--- src/rtl/dac_trig_pkg.sv ---
package dac_trig_pkg;

  typedef enum logic [1:0] {
    WAVE_OFF   = 2'b00,
    WAVE_NOISE = 2'b01,
    WAVE_RSV2  = 2'b10,
    WAVE_RSV3  = 2'b11
  } wave_e;

  localparam logic [1:0] ADDR_CTRL = 2'd0;
  localparam logic [1:0] ADDR_HOLD = 2'd1;
  localparam logic [1:0] ADDR_SWTR = 2'd2;
  localparam logic [1:0] ADDR_STAT = 2'd3;

  localparam int CTRL_EN_BIT  = 0;
  localparam int CTRL_SEL_LSB = 1;
  localparam int CTRL_DMA_BIT = 4;
  localparam int CTRL_IE_BIT  = 5;
  localparam int CTRL_WV_LSB  = 6;

endpackage

--- src/rtl/dac_trig_sel.sv ---
module dac_trig_sel #(
  parameter int NUM_EXT = 7,
  parameter int SEL_W   = 3
) (
  input  logic               clk,
  input  logic               rst_n,
  input  logic               chan_en,
  input  logic [SEL_W-1:0]   trig_sel,
  input  logic [NUM_EXT-1:0] trig_in,
  input  logic               sw_set,
  output logic               ext_evt,
  output logic               sw_evt,
  output logic               sw_pend
);
  localparam logic [SEL_W-1:0] SW_SEL = '1;

  logic sel_lvl, lvl_q, pend_d;
  logic is_sw;

  assign is_sw = (trig_sel == SW_SEL);

  always_comb begin
    sel_lvl = 1'b0;
    for (int i = 0; i < NUM_EXT; i++) begin
      if (trig_sel == SEL_W'(i)) sel_lvl = trig_in[i];
    end
  end

  assign ext_evt = chan_en & ~is_sw & sel_lvl & ~lvl_q;
  assign sw_evt  = chan_en & sw_pend;

  always_comb begin
    if (!chan_en)     pend_d = 1'b0;
    else if (sw_pend) pend_d = 1'b0;
    else              pend_d = sw_set & is_sw;
  end

  always_ff @(posedge clk or negedge rst_n) begin
    if (!rst_n) begin
      lvl_q   <= 1'b0;
      sw_pend <= 1'b0;
    end else begin
      lvl_q   <= sel_lvl;
      sw_pend <= pend_d;
    end
  end
endmodule

--- src/rtl/dac_dma_ctl.sv ---
module dac_dma_ctl (
  input  logic clk,
  input  logic rst_n,
  input  logic dma_en,
  input  logic ext_evt,
  input  logic dma_ack,
  input  logic flag_clr,
  output logic dma_req,
  output logic udr_flag,
  output logic udr_evt
);
  logic lock_q, lock_d, req_d, flag_d;

  assign udr_evt = ext_evt & dma_en & ~lock_q & dma_req & ~dma_ack;

  always_comb begin
    if (!dma_en || lock_q || udr_evt) req_d = 1'b0;
    else if (ext_evt)                 req_d = 1'b1;
    else if (dma_ack)                 req_d = 1'b0;
    else                              req_d = dma_req;

    if (udr_evt)       flag_d = 1'b1;
    else if (flag_clr) flag_d = 1'b0;
    else               flag_d = udr_flag;

    if (udr_evt)                 lock_d = 1'b1;
    else if (!dma_en && !udr_flag) lock_d = 1'b0;
    else                         lock_d = lock_q;
  end

  always_ff @(posedge clk or negedge rst_n) begin
    if (!rst_n) begin
      dma_req  <= 1'b0;
      udr_flag <= 1'b0;
      lock_q   <= 1'b0;
    end else begin
      dma_req  <= req_d;
      udr_flag <= flag_d;
      lock_q   <= lock_d;
    end
  end
endmodule

--- src/rtl/dac_noise_lfsr.sv ---
module dac_noise_lfsr #(
  parameter int           W     = 12,
  parameter logic [W-1:0] SEED  = 12'hAAA,
  parameter logic [W-1:0] TAPS  = 12'h829,
  parameter int           DLY   = 3
) (
  input  logic         clk,
  input  logic         rst_n,
  input  logic         seed_ld,
  input  logic         trig_evt,
  output logic [W-1:0] lfsr
);
  logic [DLY-1:0] pipe_q, pipe_d;
  logic [W-1:0]   lfsr_d;
  logic           step;

  generate
    if (DLY == 1) begin : g_dly1
      always_comb pipe_d = seed_ld ? 1'b0 : trig_evt;
    end else begin : g_dlyn
      always_comb pipe_d = seed_ld ? '0 : {pipe_q[DLY-2:0], trig_evt};
    end
  endgenerate

  assign step = pipe_q[DLY-1];

  always_comb begin
    if (seed_ld)   lfsr_d = SEED;
    else if (step) lfsr_d = {lfsr[W-2:0], ^(lfsr & TAPS)};
    else           lfsr_d = lfsr;
  end

  always_ff @(posedge clk or negedge rst_n) begin
    if (!rst_n) begin
      pipe_q <= '0;
      lfsr   <= SEED;
    end else begin
      pipe_q <= pipe_d;
      lfsr   <= lfsr_d;
    end
  end
endmodule

--- src/rtl/dac_trig_ctrl.sv ---
module dac_trig_ctrl
  import dac_trig_pkg::*;
#(
  parameter int DATA_W  = 12,
  parameter int NUM_EXT = 7,
  parameter int REG_W   = 16,
  parameter int NOISE_DLY = 3,
  parameter logic [DATA_W-1:0] LFSR_SEED = 12'hAAA,
  parameter logic [DATA_W-1:0] LFSR_TAPS = 12'h829
) (
  input  logic               clk,
  input  logic               rst_n,
  input  logic               reg_wr,
  input  logic [1:0]         reg_addr,
  input  logic [REG_W-1:0]   reg_wdata,
  output logic [REG_W-1:0]   reg_rdata,
  input  logic [NUM_EXT-1:0] trig_in,
  output logic               dma_req,
  input  logic               dma_ack,
  output logic [DATA_W-1:0]  dout,
  output logic               irq
);
  localparam int SEL_W = $clog2(NUM_EXT + 1);

  logic              chan_en_q, dma_en_q, ie_q;
  logic [SEL_W-1:0]  trig_sel_q;
  wave_e             wave_q;
  logic [DATA_W-1:0] hold_q;

  logic              chan_en_d, dma_en_d, ie_d;
  logic [SEL_W-1:0]  trig_sel_d;
  wave_e             wave_d;
  logic [DATA_W-1:0] hold_d, dout_d;

  logic wr_ctrl, wr_hold, sw_set, flag_clr;
  logic ext_evt, sw_evt, sw_pend, udr_flag, udr_evt;
  logic noise_on, load;
  logic [DATA_W-1:0] lfsr;
  logic [DATA_W:0]   sum;

  assign wr_ctrl  = reg_wr & (reg_addr == ADDR_CTRL);
  assign wr_hold  = reg_wr & (reg_addr == ADDR_HOLD);
  assign sw_set   = reg_wr & (reg_addr == ADDR_SWTR) & reg_wdata[0];
  assign flag_clr = reg_wr & (reg_addr == ADDR_STAT) & reg_wdata[0];

  dac_trig_sel #(.NUM_EXT(NUM_EXT), .SEL_W(SEL_W)) u_sel (
    .clk(clk), .rst_n(rst_n), .chan_en(chan_en_q), .trig_sel(trig_sel_q),
    .trig_in(trig_in), .sw_set(sw_set), .ext_evt(ext_evt),
    .sw_evt(sw_evt), .sw_pend(sw_pend)
  );

  dac_dma_ctl u_dma (
    .clk(clk), .rst_n(rst_n), .dma_en(dma_en_q), .ext_evt(ext_evt),
    .dma_ack(dma_ack), .flag_clr(flag_clr), .dma_req(dma_req),
    .udr_flag(udr_flag), .udr_evt(udr_evt)
  );

  assign noise_on = (wave_q == WAVE_NOISE);

  dac_noise_lfsr #(.W(DATA_W), .SEED(LFSR_SEED), .TAPS(LFSR_TAPS), .DLY(NOISE_DLY)) u_lfsr (
    .clk(clk), .rst_n(rst_n), .seed_ld(~chan_en_q | ~noise_on),
    .trig_evt(ext_evt | sw_evt), .lfsr(lfsr)
  );

  // Register file next state; the select field is frozen while enabled.
  always_comb begin
    chan_en_d  = chan_en_q;
    trig_sel_d = trig_sel_q;
    dma_en_d   = dma_en_q;
    ie_d       = ie_q;
    wave_d     = wave_q;
    hold_d     = hold_q;
    if (wr_ctrl) begin
      chan_en_d = reg_wdata[CTRL_EN_BIT];
      if (!chan_en_q) trig_sel_d = reg_wdata[CTRL_SEL_LSB +: SEL_W];
      dma_en_d  = reg_wdata[CTRL_DMA_BIT];
      ie_d      = reg_wdata[CTRL_IE_BIT];
      wave_d    = wave_e'(reg_wdata[CTRL_WV_LSB +: 2]);
    end
    if (wr_hold) hold_d = reg_wdata[DATA_W-1:0];
  end

  // Output register: load on a software trigger or a non-underrun external trigger.
  assign sum  = {1'b0, hold_q} + {1'b0, lfsr};
  assign load = sw_evt | (ext_evt & ~udr_evt);

  always_comb begin
    dout_d = dout;
    if (load) begin
      if (!noise_on)    dout_d = hold_q;
      else if (sum[DATA_W]) dout_d = '1;
      else              dout_d = sum[DATA_W-1:0];
    end
  end

  always_ff @(posedge clk or negedge rst_n) begin
    if (!rst_n) begin
      chan_en_q  <= 1'b0;
      trig_sel_q <= '0;
      dma_en_q   <= 1'b0;
      ie_q       <= 1'b0;
      wave_q     <= WAVE_OFF;
      hold_q     <= '0;
      dout       <= '0;
    end else begin
      chan_en_q  <= chan_en_d;
      trig_sel_q <= trig_sel_d;
      dma_en_q   <= dma_en_d;
      ie_q       <= ie_d;
      wave_q     <= wave_d;
      hold_q     <= hold_d;
      dout       <= dout_d;
    end
  end

  assign irq = udr_flag & ie_q;

  always_comb begin
    reg_rdata = '0;
    case (reg_addr)
      ADDR_CTRL: begin
        reg_rdata[CTRL_EN_BIT]             = chan_en_q;
        reg_rdata[CTRL_SEL_LSB +: SEL_W]   = trig_sel_q;
        reg_rdata[CTRL_DMA_BIT]            = dma_en_q;
        reg_rdata[CTRL_IE_BIT]             = ie_q;
        reg_rdata[CTRL_WV_LSB +: 2]        = wave_q;
      end
      ADDR_HOLD: reg_rdata[DATA_W-1:0] = hold_q;
      ADDR_SWTR: reg_rdata[0] = sw_pend;
      default:   reg_rdata[0] = udr_flag;
    endcase
  end
endmodule

--- config.mk ---
export PLATFORM = sky130hd
export DESIGN_NAME = dac_trig_ctrl
export DESIGN_NICKNAME = d
export VERILOG_FILES = /design/src/rtl/dac_trig_pkg.sv /design/src/rtl/dac_trig_sel.sv /design/src/rtl/dac_dma_ctl.sv /design/src/rtl/dac_noise_lfsr.sv /design/src/rtl/dac_trig_ctrl.sv
export SDC_FILE = /design/constraint.sdc
export NUM_CORES = 1
export LEC_CHECK = 0
export BUFFER_PORTS_ARGS = -buffer_cell sky130_fd_sc_hd__buf_4
export CAP_MARGIN = 20
export CELL_PAD_IN_SITES_DETAIL_PLACEMENT = 1
export CELL_PAD_IN_SITES_GLOBAL_PLACEMENT = 2
export CORE_ASPECT_RATIO = 0.5
export CORE_UTILIZATION = 39
export CTS_BUF_LIST = sky130_fd_sc_hd__clkbuf_8
export CTS_CLUSTER_SIZE = 25
export DETAILED_ROUTE_END_ITERATION = 10
export HOLD_SLACK_MARGIN = 0.12
export PLACE_DENSITY_LB_ADDON = 0.1
export SLEW_MARGIN = 20
export SYNTH_ARGS = -nofsm -noshare
export SYNTH_HDL_FRONTEND = slang
export SYNTH_SLANG_ARGS = --single-unit
--- constraint.sdc ---
create_clock -name clk -period 4.1 [get_ports clk]
set_input_delay 1.23 -clock clk [delete_from_list [all_inputs] [get_ports clk]]
set_output_delay 1.23 -clock clk [all_outputs]
set_load 0.01 [all_outputs]
==> impl_results.md <==
* GP Congestion at 0.799
* Tightest Hold Check Type: reg2reg
* Achievable Freq at 289 MHz
* Final min period at 3470 ps
* Routed WL at 7320 µm
* Hold Startpoint: dout[5]
* # port buffers at 50
* CTS tree: done
* Worst-path clk slew at 90 ps
* Outcome: finished, final reports clean
* Post-route ant nets at 0
* Avg Inst Size Synth at 10.8 µm²
* EDFF count, synth at 0
* Synth Area in Compound Gates at 0.133
* Synth Area in Simple Gates at 0.126
* R2R depth at 9
* Slew Limit Fails at 0
* Initial Utilization at 0.420
* Setup violations, final at 0
* Clock Sinks at 52
* Main combinational cell family by area after synthesis: multiplexers
* Sequential area share after synthesis at 0.447
* Hold EP: dout[5]
* Congestion Overflow GR at 0
* Worst setup EP type: output port
* Post-synth top flop: dfrtp_1
* P&R area growth vs syn at 17.4%
* Async SR Flop Fraction at 1.00
* Full die area at 7880 µm²
* Hold Path Depth at 2
* TritonCTS Buffers at 5
* Max_cap viols at 0
* IO Count at 59
* Hold slack at 492 ps
* Final period utilization at 0.845
* First-pass GRT wire length at 12100 µm
* NumNets Final at 358
* CTS Buffer Depth at 2
* Post-synth top area cell: dfrtp_1
* Largest fanout on the critical path at 11
* Share of cells above drive strength 1 at 0.293
* Final hold violations at 0
* Worst-skew pair later-pin latency at 320 ps
* Tot GR Track Use at 0.199
* CP startpoint kind: input port
* Top post-synthesis cells by area: dfrtp_1 (39%), mux2_2 (7.7%), mux2i_1 (7.2%)
* Relative slew slack at 0.510
* Power Dens Cells at 474 nW/µm²
* Mapped Cells at 271
* Xor/xnor share of the synthesized area at 0.0299
* Post-CTS sizing at 0
* Post-route DRC at 0
* WP data required at 2870 ps
* R2r endpoint: dout[1]
* Synth top area share at 0.393
* Post-synthesis register bit count at 52
* Highest-count cells in the layout ignoring fill and taps: buf_4 (52), dfrtp_1 (46), nand2_1 (23)
* Core Box Area at 6960 µm²
* Setup_tns at 0 ps
* Worst-Margin Slew at 733 ps
* Critical Path AT at 2240 ps
* Largest net degree at the start of global routing at 53
* Reg2Reg Setup Slack at 1310 ps
* Routed len/inst at 17.9 µm
* DP HPWL at 5520 µm
* Avg Vias per Cell at 5.42
* DRT Pass-1 Iters at 4
* FP Rows at 21
* Iteration-0 DRC count of the detailed router at 83
* Number of global-route vias before repair at 2289
* Root Driver: clkbuf_8
* Synth warnings at 0
* Initial antenna violation count at 0
* Leakage at 1.59 nW
* Via count at 2215
* CTS H-Tree Depth at 2
* Commonest non-fill, non-tap cell in the layout: buf_4
* Critical R2R Launch: hold_q[0]
* RSZ-0062 raised after global routing: no
* Worst VDD drop at 173 µV
* # fillers at 771
* Syn Std Cell Area at 2930 µm²
* Die W at 125 µm
* DIE HEIGHT at 63.3 µm
* Synth Area in Adders at 0.0581
* Synth cell types at 51
* Clock skew at 10.8 ps
* Hold_buf cts at 0
* Post-CTS setup buffers at 0
* Critical Setup Path Class: in2out
* Diode count at 0
* Post-synthesis mux area share at 0.164
* Crit path launch: reg_addr[0]
==> area by class of cell <==
cell class | count | area, µm² | area share
inverter | 6 | 22.5 | 0.00655
tap | 92 | 115 | 0.0335
timing repair buffer | 52 | 390 | 0.114
multi-input combinational | 199 | 1510 | 0.440
sequential | 52 | 1310 | 0.381
clock buffer | 5 | 68.8 | 0.0200
clock inverter | 3 | 20.0 | 0.00583
==> cell usage after synthesis, types with 7 or more instances <==
library cell and n:
a21oi_1 7, clkbuf_1 8, dfrtp_1 46, ha_1 12, mux2_2 20, mux2i_1 21, nand2_1 23, nor2_1 22
o21ai_0 9, o21ai_1 8, o22ai_1 8, xnor2_1 7
==> report_power, final <==
group	total, W	switching (W)	internal (W)
Combinational	0.000602	0.000296	0.000306
Clock	0.000303	0.000183	0.000120
Sequential	0.000723	0.000103	0.000621
Total	0.00163	0.000582	0.00105
==> registers in the layout, indices dropped and copies added (netlist names), 2 cells and up <==
name and cells:
wave_q 2, dout 12, u_lfsr.pipe_q 3, u_lfsr.lfsr 12, trig_sel_q 3, hold_q 12
==> how the worst max path moves through the flow <==
stage                    endpoint  slack, ps
floorplan            reg_rdata[0]        790
global route        reg_rdata[11]        540
global placement    reg_rdata[11]        700
CTS                 reg_rdata[11]        660
finish              reg_rdata[11]        630
detailed placement  reg_rdata[11]        660
==> stage by stage <==
step	utilization	cell area [µm²]	setup slack (ps)	power (W)	std cells
6_report	0.493	3440	635	0.00163	409
5_1_grt	0.493	3440	542	0.00174	409
4_1_cts	0.493	3440	658	0.00165	409
3_5_place_dp	0.481	3350	661	0.00134	401
3_3_place_gp	0.481	3350	696	0.00131	401
2_1_floorplan	-	2940	792	0.00111	274
==> kinds of logic (layout without fill, tap and decap cells) <==
logic type / Yosys count / after routing
adders and majority gates: 13 / 13
muxes: 43 / 43
buffers and inverters: 23 / 66
xor gates and xnor gates: 10 / 10
DFF: 52 / 52
AOI/OAI and AO/OA: 56 / 56
other: 1 / 4
and+or+nand+nor: 73 / 73
==> routing by layer <==
layer  routed length (µm)  vias up  track usage
li1                     -     1050            -
met2                 3430       50        0.329
met5                    0        -            0
met4                   44        0       0.0331
met3                  288        6       0.0459
met1                 3560     1109        0.270
==> worst max-delay path, stage by stage <==
cell,delay (ps)
buf_4,190
inv_1,70
nor2_1,400
and2_1,210
buf_4,120
No activity file was read; power rests on OpenSTA's default activity.
